### config.mk
export PLATFORM = sky130hd
export DESIGN_NAME = l2_irq_agg
export DESIGN_NICKNAME = d
export VERILOG_FILES = /design/src/rtl/l2_irq_agg.sv
export SDC_FILE = /design/constraint.sdc
export NUM_CORES = 1
export LEC_CHECK = 0
export BUFFER_PORTS_ARGS = -buffer_cell sky130_fd_sc_hd__buf_2
export CELL_PAD_IN_SITES_DETAIL_PLACEMENT = 1
export CELL_PAD_IN_SITES_GLOBAL_PLACEMENT = 1
export CORE_MARGIN = 8
export CORE_UTILIZATION = 44
export DETAILED_ROUTE_END_ITERATION = 16
export PLACE_DENSITY = 0.95
export SLEW_MARGIN = 20
export SYNTH_ARGS = -nofsm -noshare
export SYNTH_HDL_FRONTEND = slang
export SYNTH_SLANG_ARGS = --single-unit
### constraint.sdc
create_clock -name clk -period 2.8 [get_ports clk]
set_input_delay 0.28 -clock clk [delete_from_list [all_inputs] [get_ports clk]]
set_output_delay 0.28 -clock clk [all_outputs]
set_load 0.05 [all_outputs]
### src/rtl/l2_irq_agg.sv
module l2_irq_agg #(
  parameter int NSRC = 32,
  parameter int AW   = 8
) (
  input  logic            clk,
  input  logic            rst_n,
  input  logic [NSRC-1:0] src_i,
  input  logic [AW-1:0]   reg_addr,
  input  logic            reg_we,
  input  logic [NSRC-1:0] reg_wdata,
  input  logic            reg_re,
  output logic [NSRC-1:0] reg_rdata,
  output logic            irq_o
);

  localparam logic [AW-1:0] OFS_PEND = AW'(8'h00);
  localparam logic [AW-1:0] OFS_ACK  = AW'(8'h08);
  localparam logic [AW-1:0] OFS_MASK = AW'(8'h0c);
  localparam logic [AW-1:0] OFS_MSET = AW'(8'h10);
  localparam logic [AW-1:0] OFS_MCLR = AW'(8'h14);

  logic [NSRC-1:0] src_q, pend_q, mask_q, rise, ack_bits;
  logic            wr_mset, wr_mclr;

  assign rise     = src_i & ~src_q;
  assign ack_bits = (reg_we && reg_addr == OFS_ACK) ? reg_wdata : '0;
  assign wr_mset  = reg_we && reg_addr == OFS_MSET;
  assign wr_mclr  = reg_we && reg_addr == OFS_MCLR;

  always_ff @(posedge clk or negedge rst_n) begin
    if (!rst_n) begin
      src_q  <= '0;
      pend_q <= '0;
      mask_q <= '1;
    end else begin
      src_q  <= src_i;
      pend_q <= (pend_q & ~ack_bits) | rise;
      if (wr_mset)      mask_q <= mask_q | reg_wdata;
      else if (wr_mclr) mask_q <= mask_q & ~reg_wdata;
    end
  end

  assign irq_o = |(pend_q & ~mask_q);

  always_comb begin
    reg_rdata = '0;
    if (reg_re) begin
      case (reg_addr)
        OFS_PEND:                     reg_rdata = pend_q;
        OFS_MASK, OFS_MSET, OFS_MCLR: reg_rdata = mask_q;
        default:                      reg_rdata = '0;
      endcase
    end
  end

  for (genvar k = 0; k < NSRC; k++) begin : g_chk
    a_r2_rise_latch: assert property (@(posedge clk) disable iff (!rst_n)
      $rose(src_i[k]) |=> pend_q[k]);
    a_r4_ack_clears: assert property (@(posedge clk) disable iff (!rst_n)
      (reg_we && reg_addr == OFS_ACK && reg_wdata[k] && !src_i[k]) |=> !pend_q[k]);
  end

  a_r6_mset_sets: assert property (@(posedge clk) disable iff (!rst_n)
    (reg_we && reg_addr == OFS_MSET) |=> ((mask_q & $past(reg_wdata)) == $past(reg_wdata)));
  a_r7_mclr_clears: assert property (@(posedge clk) disable iff (!rst_n)
    (reg_we && reg_addr == OFS_MCLR) |=> ((mask_q & $past(reg_wdata)) == '0));
  a_r3_pend_readonly: assert property (@(posedge clk) disable iff (!rst_n)
    (rise == '0 && !(reg_we && reg_addr == OFS_ACK)) |=> $stable(pend_q));
  a_r10_idle_read_zero: assert property (@(posedge clk) disable iff (!rst_n)
    !reg_re |-> reg_rdata == '0);

endmodule

* After elaboration in Yosys (flattened, before gate mapping)
Cells that the tools add are included.
** Operators by class
- Bitwise gates (word level) :: 10
- Muxes and demuxes :: 5
- Reductions and logical operators :: 7
- Equal/unequal tests :: 4
** Operators by type and width (count)
- bitwise AND 32 bit :: 4
- two-way mux 32 bit :: 4
- NOT 32 bit :: 4
- bitwise OR 32 bit :: 2
- one-hot mux 32 bit (2 select lines) :: 1
- OR reduction 32 bit :: 1
- equality test 8 x 4 -> 1 bit, second input constant :: 2
- equality test 8 x 5 -> 1 bit, second input constant :: 2
- logical NOT 8 bit :: 1
- logical AND 1 bit :: 3
- OR reduction 3 bit :: 1
- nonzero test 2 bit :: 1
** Word-level totals
- Output and inout bits :: 33
- Bits in registers :: 96
- Input port bits :: 76

* Longest topological paths before layout
- Depth after elaboration :: 6
- Gate-level depth with buffers :: 7
- Gate-level depth less buffers :: 4

* Least setup slack after synthesis
No wires, ideal clock.
- Path kind :: input to output
- Start :: in reg_addr[5]
- End :: out reg_rdata[11]
- Arrival :: 1.977 ns
- Path slack :: 0.543 ns
- Cell stages on the path :: 7
- Path through :: or4_4 nor3b_2 buf_4 and2_1 buf_4 buf_6 a22o_1
** On the way
- Cells in the longest elaborated chain, start to end :: 4
** Ends and longest elaborated chain
- start, declared :: line 8 : input logic [AW-1:0] reg_addr,
- equality test 8 x 5 -> 1 bit or equality test 8 x 4 -> 1 bit (tied branches) :: line 48 : case (reg_addr)
- OR reduction 3 bit :: line 48
- one-hot mux 32 bit (2 select lines) * :: line 48
- two-way mux 32 bit * :: line 47 : if (reg_re) begin
- end, declared :: line 12 : output logic [NSRC-1:0] reg_rdata,
Every way passes the cells marked *; elsewhere a longest branch is shown, timed or not.

* Final worst setup path
- Start :: in reg_addr[5]
- End :: out reg_rdata[15]
The elaborated chain is that of the path after synthesis.

==> summary.md <==
| Metric | Value |
|---|---|
| CTS H-tree lvls | 3 |
| Clock sinks | 96 |
| Final setup vio count | 0 |
| Max cap viols | 0 |
| Total Wirelength | 12.23 mm |
| Residual DRC | 0 |
| Startpoint types | input port |
| Clock Power Share | 0.344 |
| Syn-to-layout area delta | 22.85% |
| Mapped Cells | 374 |
| Yosys reg bits | 96 |
| Worst VDD drop | 0.2507 mV |
| Fillers | 1020 |
| CTS tree | yes |
| Ant diodes | 0 |
| Setup_tns | 0 ns |
| Clock transition at path regs | 0.11 ns |
| Critical path class | in2out |
| Synth area leaders | dfrtp_1 (38%), dfstp_2 (20%), a22o_1 (12%) |
| Synth Area in XOR/XNOR | 0 |
| Antenna Nets Post-Route | 0 |
| FP Rows | 35 |
| Crit. End Element | output pin |
| Flop pwr share | 0.560 |
| P_sw | 0.0007294 W |
| Yosys top cell area share | 0.3828 |
| CP required | 2.52 ns |
| Combinational family with the most area after synthesis | compound AO/OA/AOI/OAI gates |
| First-pass GRT wire length | 20.00 mm |
| Initial antenna violation count | 1 |
| Final period utilization | 0.8811 |
| Synthesized-area fraction occupied by and/or/nand/nor cells | 0.09031 |
| Post-layout util | 0.5563 |
| Starting DRC count in detailed routing | 161 |
| Worst setup margin | 0.3329 ns |
| Max Clock Skew | 0.01064 ns |
| Pins Over Slew Limit | 0 |
| Starting Density | 0.4528 |
| Synth Area in Compound Gates | 0.1678 |
| Cell Int Power | 0.001898 W |
| Total power per unit cell area | 511.1 nW/um^2 |
| Total congestion overflow | 0 |
| Crit path max fanout | 17 |
| Worst-Margin Slew | 0.5282 ns |
| Sw Share | 0.2776 |
| Placed cell areas | 4930 um^2 |
| TritonCTS buffer count | 9 |
| DP Worst Slack | 0.3570 ns |
| Outcome | finished, final reports clean |
| Synthesized area | 4184 um^2 |
| Worst-skew pair later-pin latency | 0.37 ns |
| Die width | 113.5 um |
| Most common cell after layout, fill and taps aside | buf_2 |
| Gr usage total | 0.1972 |
| Mapped Nets | 450 |
| WL/cell | 19.63 um |
| Most frequent cells in the layout | buf_2 (106), nand2_1 (65), inv_1 (64), dfrtp_1 (64), a22o_1 (55) |
| Post-CTS Setup Bufs | 0 |
| First-pass iteration count of the detailed router | 4 |
| DR vias | 3284 |
| Critical Path AT | 2.19 ns |
| Avg Vias per Cell | 5.271 |
| Port bufs | 108 |
| IO Count | 109 |
| Relative slew slack | 0.6467 |
| Worst Hold Class | in2reg |
| RSZ-0062 raised after global routing | false |
| FMAX | 0.4053 GHz |
| Synth cell types | 25 |
| Syn. warnings | 0 |
| Core area | 9240 um^2 |
| Final Hold Fails | 0 |
| Resized Gates After CTS | 0 |
| Post-synthesis cell type with the largest combined area | dfrtp_1 |
| Fraction of the yosys area taken by sequential cells | 0.5837 |
| Root Buffer | clkbuf_8 |
| Post-DP HPWL | 9.144 mm |
| Synthesized area per cell | 11.19 um^2 |
| Adder-cell area share of the yosys netlist | 0 |
| Routability cong. | 0.7926 |
| Pleak | 2.840 nW |
| Die Y-Extent | 113.5 um |
| Share of layout cells above drive strength 1 | 0.3502 |
| Total power | 0.002627 W |
| NumNets Final | 565 |
| Max clock buf depth | 2 |
| Vias in the first global route | 3836 |
| Proportion of synthesized area in mux cells | 0.07656 |
| Cell area after layout | 5140 um^2 |
| Part of the power in combinational logic | 0.096 |
| Die ar. | 12890 um^2 |
| Largest net degree at the start of global routing | 58 |
| Final Critical Period | 2.467 ns |
## stage by stage
step                instances  hold slack, ns
CTS                       622        0.008294
finish                    623         0.01883
detailed placement        605          0.2893
floorplan                 374        -0.01559
global placement          605          0.2783
global route              623       0.0009021
## critical path, stage by stage
cell and delay, ns:
buf_2 0.09, or4_4 0.58, nor3b_2 0.30, and2_1 0.20, buf_4 0.27, a22o_1 0.19, buf_2 0.27
## timing repair
action                                  in CTS  in global routing
hold endpoints to repair                    26                  1
hold buffers                                 1                  1
endpoints found under the setup margin       0                  0
## kinds of logic (layout without fill, tap and decap cells)
| group | Yosys count | after routing |
|---|---|---|
| simple gates | 82 | 82 |
| mux | 32 | 32 |
| buf+inv | 82 | 202 |
| compound gates | 82 | 82 |
| flops | 96 | 96 |
## synthesized netlist by cell type
| master | instances |
|---|---|
| a32o_1 | 8 |
| or3b_2 | 1 |
| a2bb2oi_1 | 1 |
| dfrtp_1 | 64 |
| or4_4 | 1 |
| nor3_1 | 1 |
| inv_1 | 64 |
| buf_6 | 2 |
| buf_2 | 9 |
| nand2_1 | 65 |
| nor2_1 | 1 |
| o21ai_0 | 1 |
| a22oi_1 | 16 |
| dfstp_2 | 32 |
| a22o_1 | 55 |
| nand4_1 | 1 |
| and4_1 | 4 |
| nor3_2 | 2 |
| mux2i_1 | 32 |
| and2_1 | 3 |
| nand2b_1 | 2 |
| nor3b_2 | 1 |
| o22ai_1 | 1 |
| buf_4 | 2 |
| clkbuf_1 | 5 |
## routing by layer
layer  routed length [um]  global-route usage  vias up
met5                    9                   0        -
met4                  256             0.06128        2
met3                  783             0.06075       25
met2                 6173              0.3381       99
met1                 5004              0.2308     1655
li1                     -                   -     1503
## worst paths after layout
check                                 start             to  slack [ns]  cells past startpoint
worst max-delay path            reg_addr[5]  reg_rdata[15]        0.33                      7
worst min-delay path              src_i[22]      src_q[22]        0.02                      1
worst max register to register     register       register        1.96                      2
worst min register to register     register       register        0.50                      2
max in group asynchronous             rst_n      async pin        1.63                      3
min in group asynchronous             rst_n      src_q[14]        0.42                      2
## power groups by stage
stage	Clock [W]	Combinational (W)	Sequential, W
detailed placement	0	0.000253	0.00150
finish	0.000903	0.000252	0.00147
global placement	0	0.000244	0.00149
global route	0.000974	0.000280	0.00148
CTS	0.000926	0.000256	0.00147
floorplan	0	0.000111	0.00149
## area by class of cell
class	instances	area, um^2	share of cell area
Sequential cell	96	2442	0.4752
Multi-Input combinational cell	196	1413	0.2748
Timing Repair Buffer	122	693.2	0.1349
Inverter	64	240.2	0.04674
Tap cell	129	161.4	0.03140
Clock buffer	9	123.9	0.02410
Clock inverter	7	66.31	0.01290
No activity file was read; power rests on OpenSTA's default activity.
